File: config.mk
export PLATFORM = sky130hd
export DESIGN_NAME = pin_ctrl_axil
export DESIGN_NICKNAME = d
export VERILOG_FILES = /design/src/rtl/pin_ctrl_axil.sv
export SDC_FILE = /design/constraint.sdc
export NUM_CORES = 1
export LEC_CHECK = 0
export BUFFER_PORTS_ARGS = -buffer_cell sky130_fd_sc_hd__buf_4
export CORE_MARGIN = 2
export CORE_UTILIZATION = 45
export CTS_BUF_LIST = sky130_fd_sc_hd__clkbuf_4 sky130_fd_sc_hd__clkbuf_8
export CTS_CLUSTER_SIZE = 20
export DETAILED_ROUTE_END_ITERATION = 10
export SLEW_MARGIN = 10
export SYNTH_ARGS = -nofsm -noshare
export SYNTH_HDL_FRONTEND = slang
export SYNTH_SLANG_ARGS = --single-unit
File: constraint.sdc
create_clock -name aclk -period 6.2 [get_ports aclk]
set_input_delay 0.62 -clock aclk [delete_from_list [all_inputs] [get_ports aclk]]
set_output_delay 0.62 -clock aclk [all_outputs]
set_load 0.005 [all_outputs]
File: src/rtl/pin_ctrl_axil.sv
module pin_ctrl_axil #(
  parameter int          PIN_W   = 4,
  parameter logic [31:0] ID_WORD = 32'hDECADE90
) (
  input  logic             aclk,
  input  logic             aresetn,
  input  logic [4:0]       s_awaddr,
  input  logic             s_awvalid,
  output logic             s_awready,
  input  logic [31:0]      s_wdata,
  input  logic [3:0]       s_wstrb,
  input  logic             s_wvalid,
  output logic             s_wready,
  output logic [1:0]       s_bresp,
  output logic             s_bvalid,
  input  logic             s_bready,
  input  logic [4:0]       s_araddr,
  input  logic             s_arvalid,
  output logic             s_arready,
  output logic [31:0]      s_rdata,
  output logic [1:0]       s_rresp,
  output logic             s_rvalid,
  input  logic             s_rready,
  input  logic [PIN_W-1:0] in_pins,
  output logic [PIN_W-1:0] out_pins,
  input  logic [PIN_W-1:0] io_in,
  output logic [PIN_W-1:0] io_drv,
  output logic [PIN_W-1:0] io_tri
);
  localparam int DW   = 32;
  localparam int NB   = DW / 8;
  localparam int NREG = 8;
  localparam int IW   = $clog2(NREG);

  localparam logic [IW-1:0] IDX_OUT = 3'd0;
  localparam logic [IW-1:0] IDX_IN  = 3'd1;
  localparam logic [IW-1:0] IDX_DIR = 3'd2;
  localparam logic [IW-1:0] IDX_DRV = 3'd3;
  localparam logic [IW-1:0] IDX_IO  = 3'd4;
  localparam logic [IW-1:0] IDX_ID  = 3'd7;

  logic [DW-1:0]    regs_q [NREG];
  logic [PIN_W-1:0] in_q, io_q;

  logic            aw_held, w_held;
  logic [IW-1:0]   aw_idx_q;
  logic [DW-1:0]   w_data_q;
  logic [NB-1:0]   w_strb_q;
  logic            wr_fire;
  logic            wr_ok;

  logic unused_lsb;
  assign unused_lsb = ^{s_awaddr[1:0], s_araddr[1:0]};

  assign s_awready = !aw_held && !s_bvalid;
  assign s_wready  = !w_held  && !s_bvalid;
  assign s_bresp   = 2'b00;
  assign s_rresp   = 2'b00;
  assign s_arready = !s_rvalid;

  assign wr_fire = aw_held && w_held && !s_bvalid;
  assign wr_ok   = !(aw_idx_q == IDX_IN || aw_idx_q == IDX_IO || aw_idx_q == IDX_ID);

  always_ff @(posedge aclk) begin
    if (!aresetn) begin
      in_q <= '0;
      io_q <= '0;
    end else begin
      in_q <= in_pins;
      io_q <= io_in;
    end
  end

  always_ff @(posedge aclk) begin
    if (!aresetn) begin
      aw_held  <= 1'b0;
      w_held   <= 1'b0;
      aw_idx_q <= '0;
      w_data_q <= '0;
      w_strb_q <= '0;
      s_bvalid <= 1'b0;
    end else begin
      if (s_awvalid && s_awready) begin
        aw_held  <= 1'b1;
        aw_idx_q <= s_awaddr[4:2];
      end
      if (s_wvalid && s_wready) begin
        w_held   <= 1'b1;
        w_data_q <= s_wdata;
        w_strb_q <= s_wstrb;
      end
      if (wr_fire) begin
        aw_held  <= 1'b0;
        w_held   <= 1'b0;
        s_bvalid <= 1'b1;
      end else if (s_bvalid && s_bready) begin
        s_bvalid <= 1'b0;
      end
    end
  end

  for (genvar r = 0; r < NREG; r++) begin : g_reg
    always_ff @(posedge aclk) begin
      if (!aresetn) begin
        regs_q[r] <= '0;
      end else if (wr_fire && wr_ok && aw_idx_q == IW'(r)) begin
        for (int b = 0; b < NB; b++)
          if (w_strb_q[b]) regs_q[r][8*b +: 8] <= w_data_q[8*b +: 8];
      end
    end
  end

  logic [DW-1:0] rd_mux;
  always_comb begin
    case (s_araddr[4:2])
      IDX_IN:  rd_mux = {{(DW-PIN_W){1'b0}}, in_q};
      IDX_IO:  rd_mux = {{(DW-PIN_W){1'b0}}, io_q};
      IDX_ID:  rd_mux = ID_WORD;
      default: rd_mux = regs_q[s_araddr[4:2]];
    endcase
  end

  always_ff @(posedge aclk) begin
    if (!aresetn) begin
      s_rvalid <= 1'b0;
      s_rdata  <= '0;
    end else if (s_arvalid && s_arready) begin
      s_rvalid <= 1'b1;
      s_rdata  <= rd_mux;
    end else if (s_rvalid && s_rready) begin
      s_rvalid <= 1'b0;
    end
  end

  assign out_pins = regs_q[IDX_OUT][PIN_W-1:0];
  assign io_tri   = regs_q[IDX_DIR][PIN_W-1:0];
  assign io_drv   = regs_q[IDX_DRV][PIN_W-1:0];
endmodule

==> results of run 1 <==
==> power breakdown <==
group	internal (mW)	total, mW	switching (mW)	leakage, nW
logic	0.117	0.277	0.160	1.41
registers	1.80	1.84	0.0410	2.33
clock network	0.799	1.42	0.622	0.442
==> registers in the layout (all words and copies together), names as in the netlist <==
| register | flops |
|---|---|
| s_rdata | 32 |
| regs_q | 160 |
| in_q | 4 |
| w_strb_q | 4 |
| s_bvalid | 1 |
| w_data_q | 32 |
| aw_idx_q | 3 |
| aw_held | 1 |
| io_q | 4 |
| w_held | 1 |
| s_rvalid | 1 |
==> layout make-up <==
class,count,area (um2)
Timing Repair Buffer,125,938
Sequential cell,243,6470
Clock buffer,66,783
Fill cell,1951,10100
Clock inverter,9,41.3
Tap cell,280,350
Multi-Input combinational cell,545,3070
Inverter,8,30.0
==> per-stage QoR <==
stage                     total power, mW  std cells  util (%)
after floorplan                      2.02        879         -
after global placement               2.15       1201      49.9
after global routing                 3.67       1276      53.7
final                                3.54       1276      53.7
after CTS                            3.56       1276      53.7
after detailed placement             2.15       1201      49.9
==> critical path, stage by stage (launching register included) <==
cell and delay [ps]:
sky130_fd_sc_hd__dfxtp_1 410, sky130_fd_sc_hd__nand2b_4 190, sky130_fd_sc_hd__or3_2 860, sky130_fd_sc_hd__o21ai_1 980
==> cell families (layout without fill, tap and decap cells) <==
| kind of cell | Yosys count | after routing | synth area share [%] |
|---|---|---|---|
| AOI/OAI and AO/OA | 172 | 172 | 11.9 |
| DFF | 243 | 243 | 64.9 |
| other | 1 | 4 | 0.0376 |
| muxes | 45 | 45 | 4.91 |
| buffers and inverters | 91 | 208 | 4.62 |
| and+or+nand+nor | 324 | 324 | 13.6 |
==> cells in the final DEF (no fill, tap or decap), drive strengths merged, types with 10 or more instances in the layout <==
cell type / count
dfxtp: 83
mux2i: 23
mux2: 21
and2: 13
a211oi: 19
a221oi: 25
a22oi: 21
nand3: 10
edfxtp: 160
nand2: 107
clkbuf: 66
o21ai: 40
nor2: 172
buf: 125
a21oi: 39
==> worst max path at each step <==
stage / cells past startpoint / end / slack, ps
2_1_floorplan: 5 / regs_q[0][0]$_SDFFCE_PN0P_ / 3980
3_3_place_gp: 5 / s_rdata[4]$_SDFFE_PN0P_ / 3000
3_5_place_dp: 5 / s_rdata[4]$_SDFFE_PN0P_ / 3020
4_1_cts: 4 / regs_q[0][17]$_SDFFCE_PN0P_ / 3310
5_1_grt: 3 / regs_q[5][6]$_SDFFCE_PN0P_ / 3200
6_report: 3 / regs_q[5][30]$_SDFFCE_PN0P_ / 3340
==> routing by layer <==
layer	share of wire (%)	up-vias
met5	0	-
met4	1.6	0
met3	7.7	37
met2	44	291
met1	46	3380
li1	-	3305
==> run summary, run 1 <==
The analysis attributes to cell leakage a power of 4.19 nW. Most area-hungry cell type in the Yosys netlist: sky130_fd_sc_hd__edfxtp_1. For the worst setup path, the data arrival time is 3000 ps.

The kind of start point of the critical path was a register. Dividing the final minimum period by the clock period gives 46.2%. The number of synthesized register bits works out to 243. The via count of the first global-routing pass was 6742; the shortest clock period the worst path allows after layout was 2860 ps.

The number of enable-type register cells in the synthesized netlist works out to 160. In this run the register-to-register setup slack is 3340 ps. Across the routed clock network, the largest skew measured is 23.5 ps. 0 antenna diodes ended up in the layout. The level count of the clock H-tree came out at 2. Counting the buffers created by CTS gives 42. Setup violations remaining at the end of the flow were counted as 0. Total power divided by cell area: 303 nW/um2. The launch point of the critical path was s_bvalid$_SDFFE_PN0P_. For this run, asynchronously set or reset flops after synthesis account for 0%. The placed instances occupy a cell area of 10900 um2. Data on the critical path is required at its endpoint by 6330 ps. HPWL after detailed placement: 15000 um. Setup repair after global routing left no endpoint under its margin. Global routing finished with a remaining overflow of 0. The most used flip-flop cell after synthesis is sky130_fd_sc_hd__edfxtp_1.

The slew at the pin with the worst max-slew slack came out at 1160 ps. The logs give 33.2% for the met2 track utilization from global routing and 64.9% for the post-synthesis sequential area ratio. The worst hold path was traced through 2 stages. The worst voltage drop across the vdd grid is 0.135 mV. The beginning of the worst hold path is s_rready.

Timing would allow up to 349 MHz. In this run the worst path has a maximum fanout of 36. The tools report the total via count after detailed routing as 7013. Entering global routing, the biggest net connects 64 pins. Most numerous cell in the Yosys netlist: sky130_fd_sc_hd__nor2_1. The tools report the floorplan die area as 23300 um2. For this configuration, the core starts out at a cell density of 45.8%.

The netlist area before placement was 9960 um2; the floorplan die height was 153 um. The final count of hold timing violations was 0. Post-CTS repair changed the size of 0 cells. The tools report the worst setup slack before clock tree synthesis as 3020 ps.

The x dimension of the die was 153 um; the number of nets in the layout was 1026. Port buffering added 105 buffers. The top-area cell type share of the netlist area is 48.2%, and the first-pass GRT wire length is 39200 um. The critical path in this run is classified as reg2reg. A synthesized cell averages 11.4 um2. The count of nets left with antenna violations after detail routing is 0.

The remaining design rule violation count was 0. Summing all non-filler instances in the final layout gives an area of 11700 um2. During synthesis, Yosys emitted a total of 0 warnings.

Across all setup checks in the final design, the least slack found is 3340 ps. The max capacitance violation total is 0. Synthesis handed over a netlist of 876 instances. The endpoint type of the worst setup path was a register. The logs give 42 for the count of unique library cells instantiated by Yosys and 54 for the row count. met2 is the most crowded layer. Routed length per placed instance: 19.9 um.

TritonCTS built the clock tree. Minimum hold slack: 277 ps. The latest clock arrival within the worst-skew pair came out at 540 ps. In this run the standard cell core region covers 21800 um2. The worst register-to-register path ends at regs_q[5][30]$_SDFFCE_PN0P_. The first TritonRoute pass finished after 5 iterations. The area added between synthesis and finish works out to 17.3%. The number of antenna violations at the first check in global routing was 0; the clock sink count was 243. The logs give 21.6% for the total routing resource utilization after global routing and 4.21% for the met3 track utilization from global routing. The path depth of the worst reg2reg path is 3. Dividing the detail-routed via count by the number of cells gives 5.50. In the final timing run, aggregate negative setup slack is 0 ps. Post-CTS setup repair buffer count: 0. The tree is rooted in a sky130_fd_sc_hd__clkbuf_8. The commonest cells after synthesis are 171 x sky130_fd_sc_hd__nor2_1, 160 x sky130_fd_sc_hd__edfxtp_1, 107 x sky130_fd_sc_hd__nand2_1. The run gives 114 as the number of top-level pins.

The global placer's final weighted congestion was 0.724. For the total wire length, the log shows 25400 um. Buffers inserted to repair hold after CTS numbered 0. The worst pin sits at a relative slew slack of 22.4%. The end point of the worst hold path was s_rvalid$_SDFFE_PN0P_. The tools report the maximum buffer depth of the clock tree as 3. The min-delay analysis places its worst path in the category in2reg. For this block, the initial DRC count from the detailed router was 591. The clock slew at the register clock pins of the worst setup and hold paths was 60 ps; the max-slew violation count was 0. The fraction of met1 tracks used by global routing came out at 31.8%. In this run the critical register-to-register path is launched from s_bvalid$_SDFFE_PN0P_. Proportion of layout cells with a drive suffix above 1: 23.0%. In the post-synthesis netlist, the biggest area contributors are sky130_fd_sc_hd__edfxtp_1 48%, sky130_fd_sc_hd__dfxtp_1 17%, sky130_fd_sc_hd__nor2_1 6.4%. The flow ran to the end, and the final reports show no timing, DRC or antenna violations.
Power figures use the tool's default switching activity.
==> inputs of run 2 (changes only) <==
Settings changed: ABC_AREA set to 1, PLACE_DENSITY set to 0.66.
Clock period 6.2 ns to 2.5 ns, I/O delays scaled along.
==> run 2 against run 1 <==
Against the previous run:
- synthesized cell count increased by 19%
- critical path depth rose by 3
- non-clock buffer count is 36 higher
- register-to-register slack lost 2700 ps
- largest cell class unchanged
- highest routed layer unchanged
==> run summary, run 2 <==
The clock slew at the register clock pins of the worst setup and hold paths came out at 60 ps (about the same). The post-synthesis mux area share came out at 0% (-4.9 points). The area growth from synthesis to layout is 21.0%. The post-synthesis sequential area ratio came out at 64.2% (-0.75 points). The highest attainable clock frequency was 529 MHz (+52%); the fill cell total of the finished layout was 1955 (+0.21%).

The placeable core area came out at 21900 um2 (+0.62%). The number of enable-type register cells in the synthesized netlist came out at 160 (unchanged). For the total wire length, the log shows 25200 um (-0.97%). For the netlist area before placement, the log shows 10100 um2 (+1.2%). The flow ran to the end, and the final reports show no timing, DRC or antenna violations. The number of antenna cells inserted came out at 0 (unchanged). The path with the worst hold slack has its endpoint at w_data_q[0]$_SDFFE_PN0P_. The largest registers in the layout are regs_q: 160 flops, s_rdata: 32 flops, w_data_q: 32 flops. The total via count after detailed routing was 7815 (+11%).

The routed length per placed instance came out at 16.9 um (-15%). The beginning of the worst hold path is s_wdata[0]. The worst register-to-register path ends at regs_q[5][27]$_SDFFCE_PN0P_. The worst setup path is launched from a register.

The post-route fraction of the period consumed by the critical path was 75.6% (+29 points); the number of synthesized register bits was 243 (unchanged). The maximum net fanout on the critical path came out at 8 (-78%). The origin of the critical flop-to-flop path was s_bvalid$_SDFFE_PN0P_.

The total power divided by cell area works out to 728 nW/um2 (+140%). TritonCTS built the clock tree. The global placer's final weighted congestion is 0.780 (+7.7%).

The level count of the clock H-tree is 2 (unchanged), and the area share of xor/xnor cells in the synthesized design is 0% (unchanged). Most numerous cell in the Yosys netlist: sky130_fd_sc_hd__nor2_1. The number of buffer and inverter stages on the critical path is 3 (+3). Remaining design rule violation count: 0 (unchanged). Setup repair after global routing left no endpoint under its margin.

The count of unique library cells instantiated by Yosys was 25 (-40%); the area fraction in and, or, nand and nor cells after synthesis was 17.4% (+3.9 points). The top cell types in the final layout, fill and taps aside, are 211 x sky130_fd_sc_hd__nor2_1, 160 x sky130_fd_sc_hd__edfxtp_1, 137 x sky130_fd_sc_hd__o21ai_0, 134 x sky130_fd_sc_hd__buf_4, 127 x sky130_fd_sc_hd__nand2_1. Total routing resource utilization after global routing: 21.5% (-0.15 points).

The top-area cell type share of the netlist area is 47.7% (-0.56 points). The starting density of the core is 46.0% (+0.25 points), and the final count of hold timing violations is 0 (unchanged). The proportion of layout cells with a drive suffix above 1 was 18.7% (-4.3 points). The library cell used most frequently in the layout, excluding fill and tap cells, is sky130_fd_sc_hd__nor2_1. The run gives 3020 um2 (-1.8%) as the multi-input combinational cell area. The critical path goes through inv_2 -> nand3_4 -> nor2_1 -> inv_1 -> o21ai_0 -> buf_4.

The delay of the slowest cell on the worst path is 440 ps (-540 ps), and the async set-reset flop share out of synthesis is 0% (unchanged). The largest total area in the synthesized netlist belongs to sky130_fd_sc_hd__edfxtp_1. The Yosys warning count is 0 (unchanged), and the total of buffers placed on input and output ports is 105 (unchanged). By area, the combinational part of the netlist is dominated by simple AND/OR/NAND/NOR gates. The clock skew was 13.4 ps (-10.0 ps); the number of CTS-inserted buffers was 40 (-4.8%). The max-slew violation count is 0 (unchanged). The floorplan die height was 154 um (+0.57%); the pin count of the biggest net entering global routing was 68 (+6.3%). The hold-critical path depth is 3 (+1). The tools report the initial detailed-routing violation count as 638 (+8.0%).

Path depth of the worst reg2reg path: 6 (+3). Sorting the synthesized cells by how often they occur yields 213 x sky130_fd_sc_hd__nor2_1, 160 x sky130_fd_sc_hd__edfxtp_1, 137 x sky130_fd_sc_hd__o21ai_0. The first-pass GRT wire length came out at 40000 um (+2.2%). The clock sink count came out at 243 (unchanged). The latest clock arrival within the worst-skew pair is 530 ps (about the same), and the slack of the worst reg-to-reg path is 610 ps (-2730 ps). The count of nets left with antenna violations after detail routing is 0 (unchanged).

The tools report the synthesized instance count as 1045 (+19%). For the worst voltage drop across the vdd grid, the log shows 0.327 mV (+140%). The critical path data arrival time was 2120 ps (-880 ps). The run gives 2730 ps (-3600 ps) as the critical path data required time.

The worst setup path is captured at a register. The slew at the pin with the worst max-slew slack is 637 ps (-527 ps), and the leakage dissipation is 4.77 nW (+14%). The tools report the floorplan die area as 23600 um2 (+1.1%). The class of the tightest hold or removal check was in2reg.

The logs give 7594 (+13%) for the via count of the first global-routing pass and 1243 (+21%) for the number of nets in the layout. The run gives 0 (unchanged) as the post-CTS setup repair buffer count. The critical path is of the reg2reg type. Sorting the synthesized cells by area gives the leading types as sky130_fd_sc_hd__edfxtp_1 48%, sky130_fd_sc_hd__dfxtp_1 16%, sky130_fd_sc_hd__nor2_1 7.9%.

The run gives 54 (unchanged) as the row count. X dimension of the die: 154 um (+0.57%). The root buffer selected by CTS is sky130_fd_sc_hd__clkbuf_8. The number of top-level pins was 114 (unchanged).

Maximum buffer depth of the clock tree: 3 (unchanged). The number of cells upsized or downsized after cts came out at 0 (unchanged). Flip-flop count of the largest register, all copies and words added: 160 (unchanged).

The compound-cell area share of the yosys netlist works out to 12.3% (+0.35 points). The sum of internal, switching and leakage power came out at 8.88 mW (+150%). HPWL after detailed placement: 15600 um (+4.1%). The cell with the biggest individual delay on the critical path was sky130_fd_sc_hd__nor2_1. The run gives 57.6% (+35 points) as the max-slew headroom at the worst pin. The number of vias per cell was 5.24 (-4.7%).

The shortest clock period the worst path allows after layout came out at 1890 ps (-975 ps). The tools report the number of antenna violations at the first check in global routing as 0 (unchanged). The mean instance size in the synthesized netlist is 9.64 um2 (-15%).

Final setup violation count: 0 (unchanged). More flip-flops sit in one register than any other, and that register is regs_q. The tools report the length of the first detailed-routing pass in iterations as 5 (unchanged).

Among cell families on the critical path, the largest total delay comes from simple AND/OR/NAND/NOR gates. The max capacitance violation total was 0 (unchanged). The most instantiated flip-flop cell in the synthesis netlist was sky130_fd_sc_hd__edfxtp_1.

The run gives 0 ps (unchanged) as the setup TNS. The flip-flop and latch area came out at 6470 um2 (unchanged). Global route total overflow: 0 (unchanged). The adder and majority cell fraction of the synthesized area is 0% (unchanged).
## run 2: cell count changes after synthesis, sizes merged, moves of 23 or more
cell    before  now
o21ai       40  143
a21oi       39  103
inv          7   69
nand3       10   69
nor2       172  214
a221oi      25    0
mux2i       23    0
## run 2: how the worst max path moves through the flow
stage,from,endpoint,slack [ps],cells after the start
2_1_floorplan,aw_idx_q[2]$_SDFFE_PN0P_,regs_q[6][0]$_SDFFCE_PN0P_,530,4
3_3_place_gp,s_bvalid$_SDFFE_PN0P_,regs_q[5][20]$_SDFFCE_PN0P_,630,6
3_5_place_dp,s_bvalid$_SDFFE_PN0P_,regs_q[0][4]$_SDFFCE_PN0P_,640,5
4_1_cts,s_bvalid$_SDFFE_PN0P_,regs_q[0][4]$_SDFFCE_PN0P_,620,5
5_1_grt,aw_idx_q[2]$_SDFFE_PN0P_,regs_q[3][23]$_SDFFCE_PN0P_,470,6
6_report,s_bvalid$_SDFFE_PN0P_,regs_q[5][27]$_SDFFCE_PN0P_,610,6
## run 2: what timing repair did
| action | CTS | global route |
|---|---|---|
| setup endpoints to repair | 0 | 0 |
| hold buffers | 25 | 0 |
| endpoints found under the hold margin | 25 | 0 |
## run 2: layout make-up
| type | count | area share, % |
|---|---|---|
| well taps | 280 | 2.87 |
| clock inverters | 2 | 0.0616 |
| repair buffers | 161 | 10.6 |
| multi-input cells | 667 | 24.7 |
| flip-flops and latches | 243 | 53.0 |
| clock buffers | 70 | 6.57 |
| inverters | 69 | 2.12 |
## run 2: layer usage
layer  up-vias  global-route usage (%)  wire (um)
li1       3786                       -          -
met1      3704                    29.0      10800
met2       270                    35.5      12000
met3        55                    3.41       1740
met4         0                    7.38        600
met5         -                       0          0
## run 2: power by group
group	switching [mW]	internal (mW)	total (mW)
registers	0.0838	4.47	4.56
logic	0.528	0.313	0.841
clock network	1.49	1.99	3.48
## run 2: metrics by stage
step,cells,hold slack [ps],area [um2],utilization (%),setup WS [ps]
6_report,1492,13.1,12200,55.7,611
5_1_grt,1492,26.0,12200,55.7,470
4_1_cts,1492,0.806,12200,55.7,623
3_5_place_dp,1395,439,11100,50.9,636
3_3_place_gp,1395,435,11100,50.9,630
2_1_floorplan,1048,348,10100,-,528
## run 2: cell families (layout without fill, tap and decap cells)
| family | count (synthesis) | in the layout |
|---|---|---|
| AO/OA/AOI/OAI | 247 | 247 |
| AND/OR/NAND/NOR | 416 | 416 |
| other | 1 | 4 |
| flip-flops | 243 | 243 |
| buffers and inverters | 138 | 302 |
## run 2: worst reg2reg max path, delay by kind of cell (launching register included)
family	cells	cell delay [ps]
DFF	1	340
AOI/OAI and AO/OA	1	190
and+or+nand+nor	2	580
buffers and inverters	3	480
==> inputs of run 3 (changes only) <==
Settings changed: ABC_AREA 1 to 0, PLACE_DENSITY 0.66 to not set.
Clock period 2.5 ns to 1.8 ns, I/O delays scaled along.
==> run 3 against run 2 <==
Against the previous run:
- cell area grew 4.6%
- worst setup slack got worse by 560 ps
- non-clock buffer count is 55 higher
- sequential share of layout area shrank 2.3 points
- clock skew up 4.0 ps
- critical endpoint is now regs_q[0][2]$_SDFFCE_PN0P_
- critical path type unchanged
==> run summary, run 3 (same netlist as run 1, synthesis figures left out) <==
Delay of the slowest cell on the worst path: 460 ps (+20 ps). Global placer's final weighted congestion: 0.775 (-0.62%). The run finished with clean final reports. The starting density of the core was 45.8% (-0.25 points); the final worst setup slack was 55.2 ps (-556 ps). The path depth of the worst reg2reg path is 5 (-1).

The logs give 1369 (-8.2%) for the count of non-filler cells in the finished layout and 7255 (-7.2%) for the total via count after detailed routing. For the cell count after placement, the log shows 1241 (-11%). The minimum hold slack came out at 121 ps (+108 ps). Remaining design rule violation count: 0 (unchanged). The endpoint identified for the worst register-to-register timing path is regs_q[0][2]$_SDFFCE_PN0P_.

The leakage dissipation is 4.68 nW (-1.8%). Setup repair after global routing could not meet its margin everywhere. The total of buffers placed on input and output ports was 105 (unchanged); the total routing resource utilization after global routing was 21.3% (-0.23 points). First-pass GRT wire length: 39100 um (-2.4%). On the critical path the largest part of the delay comes from simple AND/OR/NAND/NOR gates. The logs give 43 (-37%) for the pin count of the biggest net entering global routing and 17.5 ps (+4.04 ps) for the clock skew. The highest attainable clock frequency is 573 MHz (+8.3%).

The worst hold path belongs to the class in2reg. Number of CTS-inserted buffers: 42 (+5.0%). The largest registers in the layout are regs_q: 160 flops, s_rdata: 32 flops, w_data_q: 32 flops. The level count of the clock H-tree was 2 (unchanged). The length of the first detailed-routing pass in iterations is 5 (unchanged), and the critical path data arrival time is 2000 ps (-120 ps).

The slack of the worst reg-to-reg path was 60 ps (-560 ps). The hold-critical path depth came out at 3 (unchanged). For the row count, the log shows 54 (unchanged). The max capacitance violation total was 0 (unchanged); the fill cell total of the finished layout was 1877 (-4.0%). Global route total overflow: 0 (unchanged). The register with the most flip-flops in the final layout is regs_q. The floorplan die height is 153 um (-0.56%), and the HPWL after detailed placement is 16700 um (+7.2%). The worst voltage drop across the vdd grid was 0.570 mV (+74%); the worst setup slack before clock tree synthesis was -3.61 ps (-639 ps). TritonCTS built the clock tree. The shortest clock period the worst path allows after layout was 1740 ps (-144 ps); the flip-flop count of the largest register, all copies and words added was 160 (unchanged). The total power divided by cell area is 984 nW/um2 (+35%), and the max-slew violation count is 0 (unchanged). The logs give 114 (unchanged) for the number of top-level pins and 24900 um (-0.96%) for the total wire length. The worst hold path terminates at s_rdata[30]$_SDFFE_PN0P_. The x dimension of the die was 153 um (-0.56%). The run gives 12.5 mW (+41%) as the sum of internal, switching and leakage power. Placeable core area: 21800 um2 (-0.62%).

The final count of hold timing violations came out at 0 (unchanged). The floorplan die area is 23300 um2 (-1.1%). The tools report the kind of start point of the critical path as a register. The setup TNS is 0 ps (unchanged). The final standard cell area without fillers was 12800 um2 (+4.6%). The number of cells on the critical path was 5 (-1). Clock sink count: 243 (unchanged). Cell with the biggest individual delay on the critical path: sky130_fd_sc_hd__or4b_1.

The latest clock arrival within the worst-skew pair came out at 530 ps (about the same). In this run the critical register-to-register path is launched from aw_idx_q[2]$_SDFFE_PN0P_. The maximum buffer depth of the clock tree is 3 (unchanged), and the post-route fraction of the period consumed by the critical path is 96.9% (+21 points). The area added between synthesis and finish works out to 28.0%. The number of antenna violations at the first check in global routing was 0 (unchanged); the number of buffer and inverter stages on the critical path was 2 (-1). The number of antenna cells inserted came out at 0 (unchanged). Kind of critical path: reg2reg. Traced cell by cell, the critical path runs through and2b_1 -> or4b_1 -> buf_6 -> o21ai_4 -> buf_12. In this run the most critical hold path is launched from aresetn. Number of vias per cell: 5.30 (+1.2%).

Endpoint type of the worst setup path: a register. Root buffer selected by CTS: sky130_fd_sc_hd__clkbuf_8. The proportion of layout cells with a drive suffix above 1 works out to 25.3% (+6.6 points).

The final core utilization was 58.6% (+2.9 points). The number of nets in the layout is 1117 (-10%). The library cells used most frequently in the layout, excluding fill and tap cells, are 171 x sky130_fd_sc_hd__nor2_1, 160 x sky130_fd_sc_hd__edfxtp_1, 150 x sky130_fd_sc_hd__buf_4, 107 x sky130_fd_sc_hd__nand2_1, 83 x sky130_fd_sc_hd__dfxtp_1. The clock slew at the register clock pins of the worst setup and hold paths was 60 ps (about the same); the routed length per placed instance was 18.2 um (+7.9%). Critical path data required time: 2050 ps (-680 ps). The maximum net fanout on the critical path is 9 (+1). The run gives 443 (-31%) as the initial detailed-routing violation count.

The final setup violation count is 0 (unchanged). For the via count of the first global-routing pass, the log shows 7208 (-5.1%). The library cell used most frequently in the layout, excluding fill and tap cells, is sky130_fd_sc_hd__nor2_1. Count of nets left with antenna violations after detail routing: 0 (unchanged). The run gives 11400 um2 (+2.1%) as the standard cell area after detailed placement.
-- run 3: cell count changes in the layout (fill, tap and decap cells not counted), sizes merged, moves of 25 or more --
cell,delta
buf,+30
nor2,-42
o21ai,-103
a21oi,-64
a221oi,+25
nand3,-59
inv,-62
dlygate4sd3,+25
-- run 3: cell type report --
class	instances	area, um2	area share (%)
well taps	280	350	2.75
clock buffers	64	774	6.07
multi-input cells	545	3120	24.5
flip-flops and latches	243	6470	50.7
inverters	8	30.0	0.235
clock inverters	13	83.8	0.657
repair buffers	216	1930	15.1
-- run 3: worst max path at each step --
stage          slack, ps                      from                           to
2_1_floorplan       -170     s_bvalid$_SDFFE_PN0P_   regs_q[6][0]$_SDFFCE_PN0P_
5_1_grt              -10     s_bvalid$_SDFFE_PN0P_   regs_q[0][2]$_SDFFCE_PN0P_
3_3_place_gp          40  aw_idx_q[2]$_SDFFE_PN0P_   regs_q[0][2]$_SDFFCE_PN0P_
3_5_place_dp          -4  aw_idx_q[2]$_SDFFE_PN0P_   regs_q[0][1]$_SDFFCE_PN0P_
4_1_cts               20  aw_idx_q[2]$_SDFFE_PN0P_  regs_q[0][31]$_SDFFCE_PN0P_
6_report              60  aw_idx_q[2]$_SDFFE_PN0P_   regs_q[0][2]$_SDFFCE_PN0P_
-- run 3: worst register-to-register path, cell delays in order (launching register included) --
cell and delay, ps:
sky130_fd_sc_hd__dfxtp_1 300, sky130_fd_sc_hd__and2b_1 200, sky130_fd_sc_hd__or4b_1 460, sky130_fd_sc_hd__buf_6 190, sky130_fd_sc_hd__o21ai_4 180, sky130_fd_sc_hd__buf_12 140
-- run 3: power by group --
group / switching [mW] / internal, mW
clock: 2.18 / 2.89
combinational: 0.585 / 0.573
sequential: 0.138 / 6.19
-- run 3: timing repair --
item | in CTS | in global routing
endpoints found under the hold margin | 49 | 0
hold buffers | 50 | 0
pin swaps | 1 | 0
setup endpoints to repair | 8 | 33
buffers inserted | 1 | 0
gates resized for setup | 0 | 2
-- run 3: per-layer routing --
layer / up-vias / global-route usage (%) / wire [um]
met5: - / 0 / 0
met4: 0 / 6.57 / 455
met3: 47 / 4.75 / 1670
met2: 259 / 33.5 / 11400
met1: 3452 / 29.6 / 11500
li1: 3497 / - / -
